### src/rtl/dps_pkg.sv
package dps_pkg;

  localparam longint unsigned PIN_PULSE_US    = 20;
  localparam longint unsigned PIN_RECOVER_US  = 120_000;
  localparam longint unsigned SETTLE_PIN_US   = 5_000;
  localparam longint unsigned SETTLE_NOPIN_US = 120_000;

  localparam logic [7:0] CMD_GET_PWR_MODE = 8'h0A;
  localparam logic [7:0] CMD_SOFT_RESET   = 8'h01;
  localparam logic [7:0] PM_DONT_CARE     = 8'h83;
  localparam logic [7:0] PM_RUNNING       = 8'h1C;

  typedef enum logic [1:0] {
    ST_RESET_DONE = 2'd0,
    ST_ALREADY_ON = 2'd1,
    ST_CMD_ERROR  = 2'd2
  } seqStatus_t;

  typedef struct packed {
    logic loadPulse;
    logic loadPinWait;
    logic loadSettle;
    logic count;
    logic pinLow;
    logic pinHigh;
    logic selRead;
    logic selSoft;
  } dpStrobe_t;

  function automatic longint unsigned usToCycles(input longint unsigned hz,
                                                 input longint unsigned us);
    longint unsigned c;
    c = (hz * us + 64'd999_999) / 64'd1_000_000;
    return (c == 64'd0) ? 64'd1 : c;
  endfunction

endpackage

### src/rtl/dps_datapath.sv
module dps_datapath
  import dps_pkg::*;
#(
  parameter int unsigned CLK_HZ            = 1_000_000,
  parameter bit          RESET_PIN_PRESENT = 1'b1
) (
  input  logic       clk,
  input  logic       rstN,
  input  dpStrobe_t  stb,
  input  logic [7:0] rdData,
  output logic       tmrLast,
  output logic       readMatch,
  output logic [7:0] cmdByte,
  output logic       rstPinN
);

  localparam longint unsigned PULSE_CYC   = usToCycles(CLK_HZ, PIN_PULSE_US);
  localparam longint unsigned RECOVER_CYC = usToCycles(CLK_HZ, PIN_RECOVER_US);
  localparam longint unsigned SETTLE_CYC  = RESET_PIN_PRESENT ?
                                            usToCycles(CLK_HZ, SETTLE_PIN_US) :
                                            usToCycles(CLK_HZ, SETTLE_NOPIN_US);
  localparam longint unsigned MAX_CYC     = (RECOVER_CYC > SETTLE_CYC) ? RECOVER_CYC : SETTLE_CYC;
  localparam int              TMR_W       = $clog2(MAX_CYC + 1);

  logic [TMR_W-1:0] tmr;

  always_ff @(posedge clk or negedge rstN) begin
    if (!rstN) begin
      tmr <= '0;
    end else if (stb.loadPulse) begin
      tmr <= TMR_W'(PULSE_CYC);
    end else if (stb.loadPinWait) begin
      tmr <= TMR_W'(RECOVER_CYC);
    end else if (stb.loadSettle) begin
      tmr <= TMR_W'(SETTLE_CYC);
    end else if (stb.count && tmr != '0) begin
      tmr <= tmr - 1'b1;
    end
  end

  assign tmrLast = (tmr == TMR_W'(1));

  always_ff @(posedge clk or negedge rstN) begin
    if (!rstN) begin
      rstPinN <= 1'b1;
    end else if (stb.pinLow) begin
      rstPinN <= 1'b0;
    end else if (stb.pinHigh) begin
      rstPinN <= 1'b1;
    end
  end

  always_ff @(posedge clk or negedge rstN) begin
    if (!rstN) begin
      cmdByte <= '0;
    end else if (stb.selRead) begin
      cmdByte <= CMD_GET_PWR_MODE;
    end else if (stb.selSoft) begin
      cmdByte <= CMD_SOFT_RESET;
    end
  end

  assign readMatch = ((rdData & ~PM_DONT_CARE) == PM_RUNNING);

  generate
    if (!RESET_PIN_PRESENT) begin : g_noPinChk
      AST_NO_PIN_TOGGLE: assert property (@(posedge clk) disable iff (!rstN)
        rstPinN);
    end
  endgenerate

  AST_TMR_NO_LOAD_CLASH: assert property (@(posedge clk) disable iff (!rstN)
    $countones({stb.loadPulse, stb.loadPinWait, stb.loadSettle}) <= 1);

endmodule

### src/rtl/dps_control.sv
module dps_control
  import dps_pkg::*;
#(
  parameter bit RESET_PIN_PRESENT = 1'b1,
  parameter bit READ_PATH_PRESENT = 1'b1
) (
  input  logic       clk,
  input  logic       rstN,
  input  logic       start,
  input  logic       condMode,
  input  logic       cmdDone,
  input  logic       cmdErr,
  input  logic       tmrLast,
  input  logic       readMatch,
  output dpStrobe_t  stb,
  output logic       cmdReq,
  output logic       cmdRead,
  output logic       busy,
  output logic       donePulse,
  output logic [1:0] doneStatus
);

  typedef enum logic [2:0] {
    S_IDLE, S_READ, S_PINLOW, S_PINWAIT, S_SOFT, S_SETTLE
  } seqState_t;

  seqState_t  st, nxt;
  seqStatus_t finStat, statQ;
  logic       fin, goReset, doneQ;

  always_comb begin
    nxt     = st;
    stb     = '0;
    fin     = 1'b0;
    finStat = ST_RESET_DONE;
    goReset = 1'b0;
    unique case (st)
      S_IDLE: if (start) begin
        if (condMode && READ_PATH_PRESENT) begin
          nxt         = S_READ;
          stb.selRead = 1'b1;
        end else begin
          goReset = 1'b1;
        end
      end
      S_READ: if (cmdDone) begin
        if (!cmdErr && readMatch) begin
          fin     = 1'b1;
          finStat = ST_ALREADY_ON;
          nxt     = S_IDLE;
        end else begin
          goReset = 1'b1;
        end
      end
      S_PINLOW: begin
        stb.count = 1'b1;
        if (tmrLast) begin
          stb.pinHigh     = 1'b1;
          stb.loadPinWait = 1'b1;
          nxt             = S_PINWAIT;
        end
      end
      S_PINWAIT: begin
        stb.count = 1'b1;
        if (tmrLast) begin
          stb.selSoft = 1'b1;
          nxt         = S_SOFT;
        end
      end
      S_SOFT: if (cmdDone) begin
        if (cmdErr) begin
          fin     = 1'b1;
          finStat = ST_CMD_ERROR;
          nxt     = S_IDLE;
        end else begin
          stb.loadSettle = 1'b1;
          nxt            = S_SETTLE;
        end
      end
      S_SETTLE: begin
        stb.count = 1'b1;
        if (tmrLast) begin
          fin = 1'b1;
          nxt = S_IDLE;
        end
      end
      default: nxt = S_IDLE;
    endcase
    if (goReset) begin
      if (RESET_PIN_PRESENT) begin
        stb.pinLow    = 1'b1;
        stb.loadPulse = 1'b1;
        nxt           = S_PINLOW;
      end else begin
        stb.selSoft = 1'b1;
        nxt         = S_SOFT;
      end
    end
  end

  always_ff @(posedge clk or negedge rstN) begin
    if (!rstN) begin
      st    <= S_IDLE;
      doneQ <= 1'b0;
      statQ <= ST_RESET_DONE;
    end else begin
      st    <= nxt;
      doneQ <= fin;
      if (fin) statQ <= finStat;
    end
  end

  assign cmdReq     = (st == S_READ) || (st == S_SOFT);
  assign cmdRead    = (st == S_READ);
  assign busy       = (st != S_IDLE);
  assign donePulse  = doneQ;
  assign doneStatus = statQ;

  AST_DONE_ONE_CYCLE: assert property (@(posedge clk) disable iff (!rstN)
    donePulse |=> !donePulse);
  AST_BUSY_ON_START: assert property (@(posedge clk) disable iff (!rstN)
    (start && !busy) |=> busy);
  AST_REQ_HELD: assert property (@(posedge clk) disable iff (!rstN)
    (cmdReq && !cmdDone) |=> (cmdReq && $stable(cmdRead)));
  AST_DONE_ENDS_BUSY: assert property (@(posedge clk) disable iff (!rstN)
    donePulse |-> !busy);

endmodule

### src/rtl/disp_pwrup_seq.sv
module disp_pwrup_seq
  import dps_pkg::*;
#(
  parameter int unsigned CLK_HZ            = 1_000_000,
  parameter bit          RESET_PIN_PRESENT = 1'b1,
  parameter bit          READ_PATH_PRESENT = 1'b1
) (
  input  logic       clk,
  input  logic       rstN,
  input  logic       start,
  input  logic       condMode,
  output logic       busy,
  output logic       donePulse,
  output logic [1:0] doneStatus,
  output logic       rstPinN,
  output logic       cmdReq,
  output logic       cmdRead,
  output logic [7:0] cmdByte,
  input  logic       cmdDone,
  input  logic       cmdErr,
  input  logic [7:0] cmdRdData
);

  dpStrobe_t stb;
  logic      tmrLast;
  logic      readMatch;

  dps_control #(
    .RESET_PIN_PRESENT(RESET_PIN_PRESENT),
    .READ_PATH_PRESENT(READ_PATH_PRESENT)
  ) u_ctrl (
    .clk(clk), .rstN(rstN), .start(start), .condMode(condMode),
    .cmdDone(cmdDone), .cmdErr(cmdErr), .tmrLast(tmrLast), .readMatch(readMatch),
    .stb(stb), .cmdReq(cmdReq), .cmdRead(cmdRead), .busy(busy),
    .donePulse(donePulse), .doneStatus(doneStatus)
  );

  dps_datapath #(
    .CLK_HZ(CLK_HZ),
    .RESET_PIN_PRESENT(RESET_PIN_PRESENT)
  ) u_dp (
    .clk(clk), .rstN(rstN), .stb(stb), .rdData(cmdRdData),
    .tmrLast(tmrLast), .readMatch(readMatch), .cmdByte(cmdByte), .rstPinN(rstPinN)
  );

  AST_PIN_HIGH_IDLE: assert property (@(posedge clk) disable iff (!rstN)
    !busy |-> rstPinN);
  AST_READ_CODE: assert property (@(posedge clk) disable iff (!rstN)
    (cmdReq && cmdRead) |-> (cmdByte == CMD_GET_PWR_MODE));
  AST_SOFT_CODE: assert property (@(posedge clk) disable iff (!rstN)
    (cmdReq && !cmdRead) |-> (cmdByte == CMD_SOFT_RESET));
  AST_NO_REQ_PIN_LOW: assert property (@(posedge clk) disable iff (!rstN)
    !rstPinN |-> !cmdReq);

endmodule

### config.mk
export PLATFORM = sky130hd
export DESIGN_NAME = disp_pwrup_seq
export DESIGN_NICKNAME = d
export VERILOG_FILES = /design/src/rtl/dps_pkg.sv /design/src/rtl/dps_datapath.sv /design/src/rtl/dps_control.sv /design/src/rtl/disp_pwrup_seq.sv
export SDC_FILE = /design/constraint.sdc
export NUM_CORES = 1
export LEC_CHECK = 0
export ABC_AREA = 1
export BUFFER_PORTS_ARGS = -buffer_cell sky130_fd_sc_hd__buf_2
export CAP_MARGIN = 0
export CORE_MARGIN = 2
export CORE_UTILIZATION = 44
export DETAILED_ROUTE_END_ITERATION = 16
export SYNTH_ARGS = -nofsm -noshare
export SYNTH_HDL_FRONTEND = slang
export SYNTH_HIERARCHICAL = 1
export SYNTH_SLANG_ARGS = --single-unit
### constraint.sdc
create_clock -name clk -period 2.7 [get_ports clk]
set_input_delay 0.675 -clock clk [delete_from_list [all_inputs] [get_ports clk]]
set_output_delay 0.675 -clock clk [all_outputs]
set_load 0.1 [all_outputs]
Yosys cells after proc, flatten, opt, wreduce, memory -nomap -nowiden

Index checks and enable logic that the tools add are counted.

Reduce and logical (&&, ||, !) cells: 12
Eq/ne operators: 15
Mux-type cells: 45
$add $sub $neg: 1

Operators by type and width:

| cell                  | number |
|---|---|
| $mux 17               | 4 |
| $mux 3                | 10 |
| $mux 1                | 22 |
| $ne 3x2->1 const B    | 6 |
| $pmux 3 s6            | 1 |
| $eq 17x1->1 const B   | 1 |
| $reduce_bool 17->1    | 1 |
| $sub 17x1->17 const B | 1 |
| $mux 8                | 2 |
| $reduce_and 8->1      | 1 |
| $eq 3x2->1 const B    | 2 |
| $eq 3x3->1 const B    | 2 |
| $mux 2                | 3 |
| $ne 3x1->1 const B    | 2 |
| $eq 5x3->1 const B    | 1 |
| $pmux 2 s2            | 1 |
| $reduce_bool 2->1     | 2 |
| $reduce_bool 4->1     | 1 |
| $eq 3x1->1 const B    | 1 |
| $logic_not 3->1       | 1 |
| $pmux 1 s3            | 1 |
| $reduce_bool 3->1     | 1 |
| $reduce_or 3->1       | 1 |
| $logic_and 1x1->1     | 2 |
| other kinds (3)       | 3 |

Bits of input ports: 14
Output and inout port bits: 15
Flip-flop bits (word level): 32
Logic and storage cells: 79

Logic depth before layout (Yosys ltp)

Depth in word-level cells: 8
Depth in mapped cells: 15
Mapped depth without buffers: 14

By module

Netlist, hierarchy kept.

By module, submodules not included:

| module       | sequential area each (µm²) | area each (µm²) | instances | cells each |
|---|---|---|---|---|
| dps_datapath | 501.7                      | 1413.9          | 1         | 201 |
| dps_control  | 150.1                      | 530.5           | 1         | 74 |

Least setup slack after synthesis

OpenSTA, ideal clock, no wires.

Kind: input port to flip-flop
Start: input port cmdRdData[5]
End: register u_dp.tmr[9]
Stages: 14
Arrival time: 2282 ps
Setup slack: 300 ps
Path buffers: 2
Data required time: 2583 ps
Library setup time: 117 ps
Cells stage by stage: nor4_1 > nand2_1 > nand2_1 > nor2_4 > nor2_8 > inv_1 > buf_4 > nor2_1 > nand2_1 > inv_1 > nand2_4 > buf_6 > nand3_2 > o21ai_2

RTL lines:

| item                 | RTL line             | source |
|---|---|---|
| from (decl)          | disp_pwrup_seq.sv:21 | `input logic [7:0] cmdRdData` |
| to (signal assigned) | dps_datapath.sv:31   | `tmr <= TMR_W'(PULSE_CYC);` |
| to (signal assigned) | dps_datapath.sv:33   | `tmr <= TMR_W'(RECOVER_CYC);` |
| to (signal assigned) | dps_datapath.sv:35   | `tmr <= TMR_W'(SETTLE_CYC);` |
| to (decl)            | dps_datapath.sv:25   | `logic [TMR_W-1:0] tmr;` |

==> qor.yml <==
outcome: "completed"
area_delta_synth_final_pct: 9.395
met1_length_um: 2092
final_util_pct: 49.53
netlist_instances: 275
core_region_area_um2: 4294
drc: 0
postCtsSetupBuffers: 0
rsz0062_at_grt: "false"
min_period_ns: 2.359
finalPower_mw: 2.893
p_per_area_nw_per_um2: 1360
cts_tree: "done"
swShare_pct: 57.63
wl_met2_um: 1781
die_w_um: 70.48
fp-row-count: 24
synthAdderAreaFrac_pct: 1.287
start_util_pct: 45.28
routed_wl_um: 4106
synthDistinctLibCells: 30
path_max_fanout: 15
reg2reg_from: "u_dp/tmr[9]$_DFFE_PN0P_"
worstPathRequired_ns: 2.86
fin_crit_sh_pct: 87.37
place_congestion: 0.8611
grt_pass1_wl_um: 7300
irDropWorstVdd_v: 0.0005488
final_cell_mix: "74 x nand2_1, 32 x inv_1, 30 x nand3_1"
clkPwrFrac_pct: 8.9
endpoint_kind: "register"
viasPerCell: 4.883
cts.clk_slew.worst_paths_ns: 0.09
clock_skew_ns: 0.005111
cts_buffers: 3
io_pins: 29
synth_mux_area_share_pct: 0
drive_gt1_share_pct: 23.23
antenna_found_initial: 0
fin_cells: 349
synth_seq_area_share_pct: 33.53
synth_flop_cell: "dfrtp_1"
setup.worst_path.start: "u_dp/tmr[9]$_DFFE_PN0P_"
min_path_type: "in2async"
startpoint_type: "register"
finalSetupTns_ns: 0
combPwrFrac_pct: 67.6
grtUsageTotal_pct: 18.39
clock_latency_ns: 0.27
max_freq_ghz: 0.4239
pre_cts_ws_ns: 0.07748
critPathMostFrequentCell: "nand2_1"
routed-wl-met3_um: 188
synth-seq-cells: 26
crit_slowest_cell: "dfrtp_1"
diodes: 0
async_reset_ff_share_pct: 100.0
cts_sinks: 26
switchingPower_mw: 1.667
synthXorXnorAreaFrac_pct: 0
cell_internal_pwr_mw: 1.226
first_global_vias: 1584
nNetsFinal: 314
synth_top_family_by_area: "simple AND/OR/NAND/NOR gates"
hold_viol_final: 0
synth-edff-count: 0
io_buffers: 20
mostFrequentLayoutCell: "nand2_1"
setup_ws_ns: 0.3410
die_area_um2: 4967
synth-simple-area-share_pct: 44.02
finalSetupViolations: 0
maxSlewHeadroom_pct: 60.77
max_stage_delay_ns: 0.46
wl_per_cell_um: 11.77
avgSynthCellArea_um2: 7.070
synth_compound_area_share_pct: 8.237
antenna_left: 0
die_h_um: 70.48
dr.pass1.iters: 4
htreeDepth: 1
first_iter_violations: 73
grt-ovfl-total: 0
dp_hpwl_um: 3135
tightest_slew_ns: 0.5885
grt_max_degree: 27
cts_root_buf: "clkbuf_8"
power.leakage_nw: 1.137
top_layer_used: "met4"
cap_violations: 0
clockBufferDepth: 2
yosysWarningCount: 6
p_seq_share_pct: 23.5
crit_chain: "nor2_4 > nand2_1 > nor4_1 > inv_1 > nor2_1 > nor2_1 > nand2_1 > inv_1 > nand2_4 > inv_2 > nand2_1 > o21ai_0"
synth_area_um2: 1944
arrival_ns: 2.51
drv_slew: 0
placed_cells: 345
criticalPathCategory: "reg2reg"
vias: 1704
==> worst paths after layout <==
check | endpoint | slack (ns) | cells after the start
min in group clk | u_dp/rstPinN$_DFFE_PN1P_ | 0.49 | 2
min | u_dp/tmr[12]$_DFFE_PN0P_ | 0.40 | 1
max in group asynchronous | u_ctrl/st[1]$_DFFE_PN0P_ | 1.92 | 1
max reg2reg | u_dp/tmr[0]$_DFFE_PN0P_ | 0.34 | 12
min reg2reg | u_dp/rstPinN$_DFFE_PN1P_ | 0.49 | 2
max | u_dp/tmr[0]$_DFFE_PN0P_ | 0.34 | 12
==> synth_stat cells (3+ instances only) <==
cell | n | area, µm²
nand2_4 | 4 | 45.04
nand4_1 | 8 | 50.05
nor2_4 | 5 | 56.30
nand2_1 | 74 | 277.8
dfrtp_1 | 25 | 625.6
nor2_2 | 4 | 25.02
buf_4 | 9 | 67.56
buf_6 | 3 | 33.78
nand3_1 | 30 | 150.1
inv_2 | 6 | 22.52
inv_1 | 32 | 120.1
a21oi_1 | 6 | 30.03
o21ai_0 | 9 | 45.04
nor2_1 | 29 | 108.9
o21ai_2 | 6 | 52.55
nand2_2 | 6 | 37.54
==> registers in the layout, indices dropped and copies added, names as in the netlist <==
name / cells
u_dp/rstPinN: 1
u_dp/cmdByte: 2
u_dp/tmr: 17
u_ctrl/doneStatus: 2
u_ctrl/donePulse: 1
u_ctrl/st: 3
==> critical path: cells and delay by family, from the launching register on <==
kind | cells | cell delay, ns
AO/OA/AOI/OAI | 1 | 0.07
flip-flops | 1 | 0.46
buffers and inverters | 3 | 0.40
AND/OR/NAND/NOR | 8 | 1.31
==> metrics by stage <==
| stage | hold WS (ns) | cell area (µm²) |
|---|---|---|
| 2_1_floorplan | 0.3794 | 1959 |
| 5_1_grt | 0.4604 | 2127 |
| 3_3_place_gp | 0.4775 | 2068 |
| 6_report | 0.3963 | 2127 |
| 4_1_cts | 0.4160 | 2123 |
| 3_5_place_dp | 0.4802 | 2068 |
==> final cells by class <==
class / count / area (µm²)
multi-input cells: 202 / 1064
well taps: 52 / 65.06
flip-flops and latches: 26 / 651.9
fillers: 437 / 2167
repair buffers: 26 / 145.1
clock buffers: 4 / 55.05
inverters: 39 / 146.4
==> per-layer routing <==
| layer | global-route usage [%] | vias up |
|---|---|---|
| li1 | - | 903 |
| met5 | 0 | - |
| met4 | 5.769 | 0 |
| met1 | 27.40 | 764 |
| met2 | 27.67 | 33 |
| met3 | 2.165 | 4 |
==> what timing repair did <==
item,CTS,global route
hold buffers,0,0
resized for setup,0,1
endpoints found under the hold margin,0,0
endpoints found under the setup margin,0,6
==> power groups by stage <==
stage | Sequential (mW) | Clock (mW) | Combinational, mW
2_1_floorplan | 0.762 | 0 | 1.57
3_3_place_gp | 0.685 | 0 | 1.94
3_5_place_dp | 0.683 | 0 | 1.95
4_1_cts | 0.677 | 0.269 | 1.96
5_1_grt | 0.699 | 0.279 | 2.18
6_report | 0.680 | 0.257 | 1.96
==> kinds of logic (layout without fill, tap and decap cells) <==
group | count (synthesis) | after routing
AO/OA/AOI/OAI | 25 | 25
adder cells (fa/ha/maj) | 2 | 2
flip-flops | 26 | 26
other | 1 | 5
buffers and inverters | 51 | 69
AND/OR/NAND/NOR | 170 | 170
Note: power is estimated with default switching activity, not from simulation.
